[config.mk]
export PLATFORM = sky130hd
export DESIGN_NAME = voq_buffer
export DESIGN_NICKNAME = d
export VERILOG_FILES = /design/src/rtl/voq_pkg.sv /design/src/rtl/voq_queue_ctrl.sv /design/src/rtl/voq_cell_ram.sv /design/src/rtl/voq_buffer.sv
export SDC_FILE = /design/constraint.sdc
export NUM_CORES = 1
export LEC_CHECK = 0
export CAP_MARGIN = 20
export CORE_MARGIN = 3
export CORE_UTILIZATION = 50
export DETAILED_ROUTE_END_ITERATION = 12
export GPL_TIMING_DRIVEN = 0
export PLACE_DENSITY = 0.72
export SLEW_MARGIN = 0
export SYNTH_ARGS = -nofsm -noshare
export SYNTH_HDL_FRONTEND = slang
export SYNTH_SLANG_ARGS = --single-unit
[constraint.sdc]
create_clock -name clk -period 8.5 [get_ports clk]
set_clock_uncertainty 0.15 [all_clocks]
set_input_delay 0.85 -clock clk [delete_from_list [all_inputs] [get_ports clk]]
set_output_delay 0.85 -clock clk [all_outputs]
set_load 0.01 [all_outputs]
[src/rtl/voq_pkg.sv]
package voq_pkg;
   // Index of the lowest set bit of a request vector; width-generic via 32-bit carrier
   function automatic int unsigned lowest_set(input logic [31:0] vec, input int unsigned n);
      int unsigned idx;
      idx = 0;
      for (int i = 31; i >= 0; i--) begin
         if (i < n && vec[i]) idx = i;
      end
      return idx;
   endfunction
endpackage

[src/rtl/voq_queue_ctrl.sv]
module voq_queue_ctrl #(
   parameter int DEPTH = 8,
   localparam int PTR_W = $clog2(DEPTH),
   localparam int CNT_W = $clog2(DEPTH + 1)
) (
   input  logic             clk,
   input  logic             rst_n,
   input  logic             push,
   input  logic             pop,
   output logic [PTR_W-1:0] wr_ptr,
   output logic [PTR_W-1:0] rd_ptr,
   output logic [CNT_W-1:0] occ,
   output logic             empty,
   output logic             full
);
   always_ff @(posedge clk) begin
      if (!rst_n) begin
         wr_ptr <= '0;
         rd_ptr <= '0;
         occ    <= '0;
      end else begin
         if (push) wr_ptr <= wr_ptr + 1'b1;
         if (pop)  rd_ptr <= rd_ptr + 1'b1;
         case ({push, pop})
            2'b10:   occ <= occ + 1'b1;
            2'b01:   occ <= occ - 1'b1;
            default: occ <= occ;
         endcase
      end
   end

   assign empty = (occ == '0);
   assign full  = (occ == CNT_W'(DEPTH));
endmodule

[src/rtl/voq_cell_ram.sv]
module voq_cell_ram #(
   parameter int WIDTH = 32,
   parameter int WORDS = 32,
   localparam int AW = $clog2(WORDS)
) (
   input  logic             clk,
   input  logic             we,
   input  logic [AW-1:0]    waddr,
   input  logic [WIDTH-1:0] wdata,
   input  logic [AW-1:0]    raddr,
   output logic [WIDTH-1:0] rdata
);
   logic [WIDTH-1:0] store [WORDS];

   always_ff @(posedge clk) begin
      if (we) store[waddr] <= wdata;
   end

   assign rdata = store[raddr];
endmodule

[src/rtl/voq_buffer.sv]
module voq_buffer #(
   parameter int NUM_OUT = 4,
   parameter int DEPTH   = 8,
   parameter int CELL_W  = 32,
   localparam int PORT_W = $clog2(NUM_OUT),
   localparam int PTR_W  = $clog2(DEPTH),
   localparam int CNT_W  = $clog2(DEPTH + 1),
   localparam int WORDS  = NUM_OUT * DEPTH
) (
   input  logic              clk,
   input  logic              rst_n,
   input  logic              wr_valid,
   input  logic [PORT_W-1:0] wr_port,
   input  logic [CELL_W-1:0] wr_cell,
   output logic [NUM_OUT-1:0] q_full,
   input  logic [NUM_OUT-1:0] rd_grant,
   output logic              rd_valid,
   output logic [CELL_W-1:0] rd_cell,
   output logic              rd_err,
   output logic [NUM_OUT-1:0] q_nonempty
);
   generate
      if (NUM_OUT < 2 || NUM_OUT > 32 || (NUM_OUT & (NUM_OUT - 1)) != 0)
         $error("NUM_OUT must be a power of two between 2 and 32");
      if (DEPTH < 2 || (DEPTH & (DEPTH - 1)) != 0)
         $error("DEPTH must be a power of two of at least 2");
      if (CELL_W < 1)
         $error("CELL_W must be positive");
   endgenerate

   logic [NUM_OUT-1:0]       push_vec, pop_vec, empty_v, full_v;
   logic [PTR_W-1:0]         wr_ptr_a [NUM_OUT];
   logic [PTR_W-1:0]         rd_ptr_a [NUM_OUT];
   logic [NUM_OUT*CNT_W-1:0] occ_flat;
   logic [PORT_W-1:0]        sel_idx;
   logic                     any_grant;
   logic [CELL_W-1:0]        ram_q;

   // Grant selection: lowest-indexed request wins
   always_comb begin
      any_grant = |rd_grant;
      sel_idx   = PORT_W'(voq_pkg::lowest_set(32'(rd_grant), NUM_OUT));
   end

   for (genvar k = 0; k < NUM_OUT; k++) begin : g_q
      assign push_vec[k] = wr_valid && (wr_port == PORT_W'(k)) && !full_v[k];
      assign pop_vec[k]  = any_grant && (sel_idx == PORT_W'(k)) && !empty_v[k];

      voq_queue_ctrl #(.DEPTH(DEPTH)) u_ctrl (
         .clk    (clk),
         .rst_n  (rst_n),
         .push   (push_vec[k]),
         .pop    (pop_vec[k]),
         .wr_ptr (wr_ptr_a[k]),
         .rd_ptr (rd_ptr_a[k]),
         .occ    (occ_flat[k*CNT_W +: CNT_W]),
         .empty  (empty_v[k]),
         .full   (full_v[k])
      );
   end

   voq_cell_ram #(.WIDTH(CELL_W), .WORDS(WORDS)) u_ram (
      .clk   (clk),
      .we    (|push_vec),
      .waddr ({wr_port, wr_ptr_a[wr_port]}),
      .wdata (wr_cell),
      .raddr ({sel_idx, rd_ptr_a[sel_idx]}),
      .rdata (ram_q)
   );

   assign rd_valid   = |pop_vec;
   assign rd_cell    = rd_valid ? ram_q : '0;
   assign rd_err     = any_grant && empty_v[sel_idx];
   assign q_full     = full_v;
   assign q_nonempty = ~empty_v;
endmodule

; Word level (Yosys, flattened, before mapping)
; Memory sizes are Yosys's and may differ from the RTL's.
; Cells that the tools add are included.
[word_totals]
regBits = 40
mem_bits_rw = 1024
inputBits = 41
out_inout_bits = 42
word_cells = 110
memories = 1
[classes]
addsub = 16
magnitude_cmp = 3
eq_ne = 18
mux = 19
n_bitwise = 3
n_reduce_logical = 38
[memory_table]
columns = name, depth, word_bits, read_ports, rd_ports_with_merged_regs, wr, line_no
row1 = u_ram.store, 32, 32, 1, 0, 1, voq_cell_ram.sv:13  ; logic [WIDTH-1:0] store [WORDS];
[op_table]
columns = op, count
row1 = 2-to-1 mux 32 bit, 1
row2 = case mux 4 bit (2 select lines), 4
row3 = "adder 3 x 1 -> 3 bit, second input constant", 8
row4 = logical AND 1 bit, 17
row5 = "adder 4 x 1 -> 4 bit, second input constant", 4
row6 = "equality test 2 bit, second input constant", 8
row7 = "equality test 4 bit, second input constant", 4
row8 = zero test 4 bit, 4
row9 = "subtractor 4 x 1 -> 4 bit, second input constant", 4
row10 = binary-select mux 3 bit (select 2 bit), 2
row11 = "equality test 2 x 1 -> 1 bit, second input constant", 6
row12 = 2-to-1 mux 3 bit, 4
row13 = OR reduction 4 bit, 3
row14 = zero test 1 bit, 8
row15 = 2-to-1 mux 2 bit, 4
row16 = nonzero test 2 bit, 4
row17 = ">= comparator 3 bit, second input constant", 2
row18 = NOT 2 -> 3 bit, 2
row19 = zero test 2 bit, 2
row20 = NOT 4 bit, 1
row21 = "less-than comparator 2 x 3 -> 1 bit, second input constant", 1
row22 = 2-to-1 mux 1 bit, 3
row23 = binary-select mux 1 bit (select 2 bit), 1

; Depth between registers and ports, before layout
; Gate-level depths: netlist of run 1.
; An unclocked memory read counts as a cell.
[depth]
depth_word = 10
ltp_mapped = 12
mapped_depth_nobuf = 11

; Modules after synthesis
; Synthesis of run 1 repeated with hierarchy kept, for this count alone.
[unflattened]
cells_unflattened = 2517
hier_area_um2 = 42712.2
[by_module_without_submodules]
columns = module, n_inst, cells_per_inst, area_each_um2, seq_area_each_um2
row1 = voq_cell_ram, 1, 2228, 39844.5, 30749.5
row2 = voq_queue_ctrl, 4, 54, 541.8, 200.2
row3 = voq_buffer, 1, 73, 700.7, 0.0

; Worst setup path after synthesis of run 1
; No wires, ideal clock.
[synth_timing]
path_kind = input -> output
start = input rd_grant[3]
end = output rd_cell[10]
arrival_ns = 3.123
required_ns = 7.500
path_slack_ns = 4.377
stages = 11
path_buffers = 4
path_cell_list = buf_4 or4b_1 and3_1 buf_6 nand2_2 buf_2 buf_2 mux2_2 o22ai_1 nor3_1 or3_1
[synth_between]
elab_chain_len = 10
word_cells_on_any_way = 24
classes_between = eq/ne: 3 / mux: 8 / bitwise: 1 / reduce/logical: 11 / memory: 1
[synth_lines]
columns = element, line_no
row1 = start: declaration, voq_buffer.sv:16  ; input logic [NUM_OUT-1:0] rd_grant,
row2 = 2-to-1 mux 2 bit (4 in a row), voq_pkg.sv:7  ; if (i < n && vec[i]) idx = i;
row3 = NOT 2 -> 3 bit (not written as such), voq_buffer.sv:67  ; .raddr ({sel_idx, rd_ptr_a[sel_idx]}),
row4 = binary-select mux 3 bit (select 2 bit), voq_buffer.sv:67
row5 = 2-to-1 mux 3 bit (not written as such) (2 in a row), voq_buffer.sv:67
row6 = memory read (32 x 32 bit), n/a
row7 = 2-to-1 mux 32 bit (*), voq_buffer.sv:72  ; assign rd_cell = rd_valid ? ram_q : '0;
row8 = end: declaration, voq_buffer.sv:18  ; output logic [CELL_W-1:0] rd_cell,
; Every way passes the cells marked *; elsewhere a longest branch is shown, timed or not. The select of a mux whose other input is x is not followed.

; Worst setup path after layout of run 1
[layout_timing]
start = input rd_grant[1]
end = output rd_cell[11]
[layout_between]
elab_chain_len = 8
word_cells_on_any_way = 22
classes_between = eq/ne: 3 / mux: 6 / bitwise: 1 / reduce/logical: 11 / memory: 1
[layout_lines]
columns = element, line_no
row1 = 2-to-1 mux 2 bit (2 in a row), voq_pkg.sv:7
row2 = NOT 2 -> 3 bit (not written as such), voq_buffer.sv:67
row3 = binary-select mux 3 bit (select 2 bit), voq_buffer.sv:67
row4 = 2-to-1 mux 3 bit (not written as such) (2 in a row), voq_buffer.sv:67
row5 = memory read (32 x 32 bit), n/a
row6 = 2-to-1 mux 32 bit (*), voq_buffer.sv:72
; Marked as above.

==> metrics, run 1 <==
DRT iter0 DRCs 3743; crit path to rd_cell[11]; Sink Count 1064; CTS tree built; dpl cells roughly 4.2k; Critical Path AT 5.53 ns; status complete, no violations; DIE WIDTH 302 um; Worst Hold Class register to register; WL final 122000 um; most frequent cells in the layout 1024 x edfxtp_1, 391 x nand3_1, 270 x o21ai_0; Synth area leaders edfxtp_1 70%, mux2_2 6.6%, nand3_1 4.5%, o21ai_0 3.1%, dfxtp_1 1.8%; initial core utilization between 50% and 60%; max-cap violation count 0; post-CTS sizing 0; reg-to-reg startpoint g_q[3].u_ctrl.occ[0]; Post-synth EDFFs 1024; vias in the first global route 27.7k; CP Max Fanout 10; Via Count roughly 28k; unrepaired setup endpoints after global routing no; library cells used by synthesis 63; worst hold start g_q[0].u_ctrl.occ[3]; # DRC 0; most common cell after layout, fill and taps aside edfxtp_1; antenna violation net count after detailed routing 0; DR pass1 iterations 6; worst reg2reg endpoint u_ram.store[15][19]; # setup viols final 0; Final Max Slew Viols 0; Total Die Area 91200 um2; layout cells sized above 1 20.0%; crit path launch type input port; Syn. warnings 0; initial antenna violation count 5; setup bufs post-CTS 0; fraction of registers with async set/reset 0%; Port Buffers 77; setup TNS 0 ns; Mapped Nets 2976; wire per inst approximately 28 um; crit path from rd_grant[1]; sequential element share of the synthesized area 72.0%; Crit Path Class input port to output port; Hold-fix buffers, CTS 0; H-tree levels 3; fillcell total 6337; Buf+Inv Stages, Crit Path 4; GR Util All Layers between 20% and 30%; row cnt about 110; Post-synth top flop edfxtp_1; crit-path max cell delay 0.65 ns; core area between 80000 and 90000 um2; Root Driver clkbuf_16; Slew HR 23.1%; mapped cell area between 40000 and 50000 um2; PD cells roughly 240 nW/um2; Lkg Pwr 16.1 nW; Placer Congestion 0.887; worst skew pair latency approximately 0.66 ns; fin nets 3223; IO Pins a little over 80; Worst R2R Setup Slack 4.79 ns; Tcrit/Tclk final 76.8%; Critical Path, Cell by Cell clkdlybuf4s50_1, nor2_1, a21boi_1, clkbuf_1, clkbuf_1, o21ai_0, nand3_1, nand4_1, nor3_1, or3_1, clkdlybuf4s50_1; Max IR drop VDD 0.154 mV; hpwl dp 83600 um; worst slew pin tran between 1 and 1.5 ns; routed vias/inst 6.38; Final Hold Slack 0.365 ns; P&R area growth vs syn 16.1%; Yosys top cell area share 70.2%; CP delay by family, top buffers and inverters; FF+latch count, synth 1064; grt ovf 0; Die Ht between 300 and 400 um; Final Hold Viols 0; first-pass GRT wire length 178000 um; fmax 153 MHz; post-layout min period 6.53 ns; post-route insts no fill 4385; slowest cell on the critical path a21boi_1; Worst Setup End Kind output port; Yosys top cell by area edfxtp_1; largest net degree at the start of global routing 33; FF-to-FF path depth 6; Levels on crit path 11; CP required 7.50 ns; Mapped Avg Cell Area ~15 um2; clk buf depth 3; synthesized instance count 2912; CTS Buf Count 104; clk slew on worst S/H paths 0.06 ns
==> sequential cells by signal, indices dropped and copies added (netlist names) <==
register and count:
g_q.u_ctrl.occ 16, g_q.u_ctrl.rd_ptr 12, g_q.u_ctrl.wr_ptr 12, u_ram.store 1024
==> stage by stage <==
step	total power [mW]	area, um2	worst slack [ns]	utilization (%)
floorplan	7.14	43800	4.38	-
global placement	7.96	46000	2.11	53.5
detailed placement	8.04	47300	2.14	55.1
CTS	12.4	50600	2.14	58.9
global route	12.8	50800	1.83	59.1
finish	12.4	50800	1.97	59.2
==> report_power, final <==
group / switching, mW / internal [mW] / leakage (nW)
logic: 1.36 / 0.816 / 4.91
registers: 0.0204 / 5.79 / 9.54
clock network: 1.92 / 2.54 / 1.60
total: 3.29 / 9.14 / 16.1
==> worst register-to-register path, cell delays in order, from the launching register on <==
cell and delay, ns:
dfxtp_1 0.46, nor4b_1 0.11, nand4b_1 0.41, nand4_1 0.28, nand3_1 0.77, nor2_4 0.93, buf_16 0.25
==> how the worst min path moves through the flow <==
stage / to / slack (ns) / cells past startpoint
floorplan: g_q[0].u_ctrl.occ[3] / 0.32 / 2
global placement: g_q[1].u_ctrl.occ[3] / 0.34 / 2
detailed placement: g_q[0].u_ctrl.occ[3] / 0.36 / 2
CTS: g_q[0].u_ctrl.occ[3] / 0.37 / 2
global route: g_q[0].u_ctrl.occ[3] / 0.41 / 2
finish: g_q[0].u_ctrl.occ[3] / 0.36 / 2
==> layout make-up <==
class                   count  area, um2  share of cell area (%)
multi-input cells        1602      11400                    22.3
inverters                  17       63.8                   0.126
clock buffers             125       2710                    5.33
clock inverters            59        563                    1.11
plain buffers             229       1070                    2.10
repair buffers            141       2080                    4.10
well taps                1144       1430                    2.82
flip-flops and latches   1064      31600                    62.1
diodes                      4       10.0                  0.0197
==> Yosys cell counts (2+ instances only) <==
| master | n |
|---|---|
| mux2i_1 | 8 |
| or4b_1 | 2 |
| buf_6 | 14 |
| nand3_1 | 391 |
| buf_1 | 32 |
| mux4_2 | 2 |
| nor2b_1 | 14 |
| or4_4 | 2 |
| inv_1 | 16 |
| xnor2_1 | 18 |
| fa_1 | 3 |
| a311oi_2 | 45 |
| nand3b_1 | 6 |
| mux2_2 | 255 |
| or3_1 | 39 |
| buf_4 | 15 |
| dfxtp_1 | 40 |
| o21ai_0 | 270 |
| o21a_1 | 2 |
| and2_1 | 27 |
| ha_1 | 20 |
| edfxtp_1 | 1024 |
| nor2_1 | 37 |
| nand2_1 | 23 |
| nand4_2 | 10 |
| nand4_1 | 58 |
| a211oi_2 | 2 |
| o22ai_1 | 128 |
| buf_2 | 37 |
| a311oi_1 | 19 |
| a21boi_0 | 5 |
| nor3_1 | 65 |
| a21o_1 | 4 |
| nand2b_1 | 5 |
| nor4bb_1 | 3 |
| xor2_1 | 11 |
| a21oi_2 | 10 |
| clkbuf_1 | 131 |
| a21oi_1 | 94 |
| or2_2 | 2 |
==> cells by family after synthesis <==
group / Yosys count / synth area share, %
buffers and inverters: 246 / 2.58
xor gates and xnor gates: 29 / 0.580
and+or+nand+nor: 695 / 8.60
AOI/OAI and AO/OA: 589 / 8.63
muxes: 266 / 6.87
adders and majority gates: 23 / 0.708
DFF: 1064 / 72.0
==> layer usage <==
| layer | wire length (um) | track usage, % | up-vias |
|---|---|---|---|
| met1 | 45500 | 34.7 | 14100 |
| li1 | - | - | 12000 |
| met4 | 3530 | 7.25 | 4 |
| met2 | 60000 | 44.3 | 1604 |
| met5 | 19 | 0 | - |
| met3 | 13100 | 6.59 | 244 |
Note: power is estimated with default switching activity, not from simulation.
==> inputs of run 2 (changes only) <==
PLACE_DENSITY = 0.75   (was 0.72)
clock period = 5.3 ns   (was 8.5 ns; I/O delays follow)
==> run 2 against run 1 <==
Net effect: the flow now finishes with violations (setup timing); via count grew 1.2%; wire length grew 2.6%; worst setup slack lost 2.0 ns; hold slack lost 0.21 ns; clock power grew 68%; clock-buffer cell count shrank 5; sequential cell count is the same; critical endpoint is now rd_cell[12]; highest routed layer unchanged.
==> metrics, run 2 (synthesis gave the netlist of run 1 again) <==
status finished with violations; failing checks setup timing; fillcell total between 6k and 7k; Hold-fix buffers, CTS 0; Die Ht 302 um; GRT busiest layer met2; GR Util All Layers between 20% and 30%; DRT iter0 DRCs 4180; # DRC 0; most common cell after layout, fill and taps aside edfxtp_1; post-route design area between 50000 and 60000 um2; worst setup margin -0.00404 ns; initial antenna violation count 1; Total Die Area 91200 um2; slowest cell on the critical path clkdlybuf4s50_1; core area 85900 um2; crit path from rd_grant[0]; P&R area growth vs syn 17.0%; Final Hold Viols 0; met1 Use GR 36.4%; Lkg Pwr 16.3 nW; antenna violation net count after detailed routing 0; Crit Path Class input port to output port; clk buf depth 3; n_diodes 0; area post-placement 47300 um2; wire per inst 28.5 um; Tcrit/Tclk final 100%; CTS tree built; CP Max Fanout 10; CP required 4.62 ns; fin nets around 3.2k; first-pass GRT wire length 182000 um; fmax between 150 and 200 MHz; crit path launch type input port; most frequent cells in the layout 1024 x edfxtp_1, 391 x nand3_1, 270 x o21ai_0; Worst Setup End Kind output port; Reg with most FFs u_ram.store; worst skew pair latency approximately 0.67 ns; # setup viols final 1; H-tree levels 3; crit-path max cell delay 0.66 ns; GR Layer Usage met2 between 40% and 50%; top flop regs u_ram.store x1024, g_q.u_ctrl.occ x16; Via Count 28.3k; Sink Count 1064; Port Buffers 77; Final Max Slew Viols 0; largest net degree at the start of global routing 33; IO Pins 83; PD cells approximately 400 nW/um2; routed vias/inst 6.45; worst hold start rst_n; dpl cells 4186; row cnt between 100 and 150; DR pass1 iterations 6; GRT met3 Usage 5.55%; clk slew on worst S/H paths 0.06 ns; vias in the first global route 27.9k; post-route insts no fill about 4.4k; Worst Hold Class input port to register; max-cap violation count 0; worst slew pin tran 1.11 ns; DIE WIDTH ~300 um; WL final 125000 um; Max IR drop VDD 0.295 mV; hpwl dp about 84000 um; Root Driver clkbuf_16; initial core utilization 51.0%; Critical Path, Cell by Cell clkdlybuf4s50_1, buf_2, a211o_1, buf_2, buf_1, a311oi_2, a21oi_1, nand4_1, nor3_1, or3_1, clkdlybuf4s50_1; Critical Path AT 4.62 ns; grt ovf 0; Placer Congestion 0.905; CTS Buf Count just over 100; Worst R2R Setup Slack 1.67 ns; reg-to-reg startpoint g_q[3].u_ctrl.occ[1]; Slew HR 26.3%; max reg flops 1024; post-layout min period about 5.3 ns; layout cells sized above 1 21.7%
[run 2: path summary, 6_finish.rpt]
path              cells after the start              endpoint
hold reg to reg                       2  g_q[1].u_ctrl.occ[3]
setup / recovery                     11           rd_cell[12]
hold / removal                        2  g_q[1].u_ctrl.occ[0]
setup reg to reg                      7   u_ram.store[15][22]
[run 2: area by class of cell]
type                            instances  area [um2]  share of cell area (%)
Buffer                                227        1150                    2.24
Clock buffer                          120        2680                    5.24
Clock inverter                         68         758                    1.48
Inverter                               17        63.8                   0.125
Multi-Input combinational cell       1602       11400                    22.2
Sequential cell                      1064       31600                    61.6
Tap cell                             1144        1430                    2.79
Timing Repair Buffer                  148        2210                    4.31
[run 2: what timing repair did]
| action | in CTS | in global routing |
|---|---|---|
| pin swaps | 2 | 1 |
| endpoints found under the setup margin | 32 | 28 |
| endpoints found under the hold margin | 0 | 0 |
| buffers inserted | 4 | 1 |
| resized for setup | 27 | 60 |
[run 2: per-stage QoR]
stage / setup slack [ns] / TNS [ns] / hold slack (ns) / util (%) / power, mW
6_report: -0.00404 / -0.00404 / 0.150 / 59.6 / 20.3
5_1_grt: -0.0356 / -0.0418 / 0.181 / 59.6 / 20.8
4_1_cts: -0.0564 / -0.0564 / 0.142 / 59.2 / 20.3
3_5_place_dp: -0.754 / -10.81 / 0.354 / 55.1 / 12.8
3_3_place_gp: -0.710 / -277.67 / 0.339 / 53.5 / 12.7
2_1_floorplan: 1.53 / 0 / 0.322 / - / 11.4
[run 2: where the power goes]
| group | switching, mW | total (mW) | internal [mW] |
|---|---|---|---|
| combinational | 2.15 | 3.50 | 1.34 |
| clock | 3.15 | 7.51 | 4.36 |
| sequential | 0.0339 | 9.31 | 9.28 |
[run 2: critical path, delay by kind of cell]
kind | cells | cell delay [ns]
buf+inv | 5 | 2.51
simple gates | 3 | 0.86
compound gates | 3 | 0.72
[run 2: per-layer routing]
metal | vias to the layer above | wire (um) | part of all wire (%)
met4 | 2 | 6910 | 5.5
met3 | 324 | 13200 | 11
li1 | 12000 | - | -
met5 | - | 21 | 0.017
met1 | 14100 | 46900 | 37
met2 | 1893 | 58200 | 46
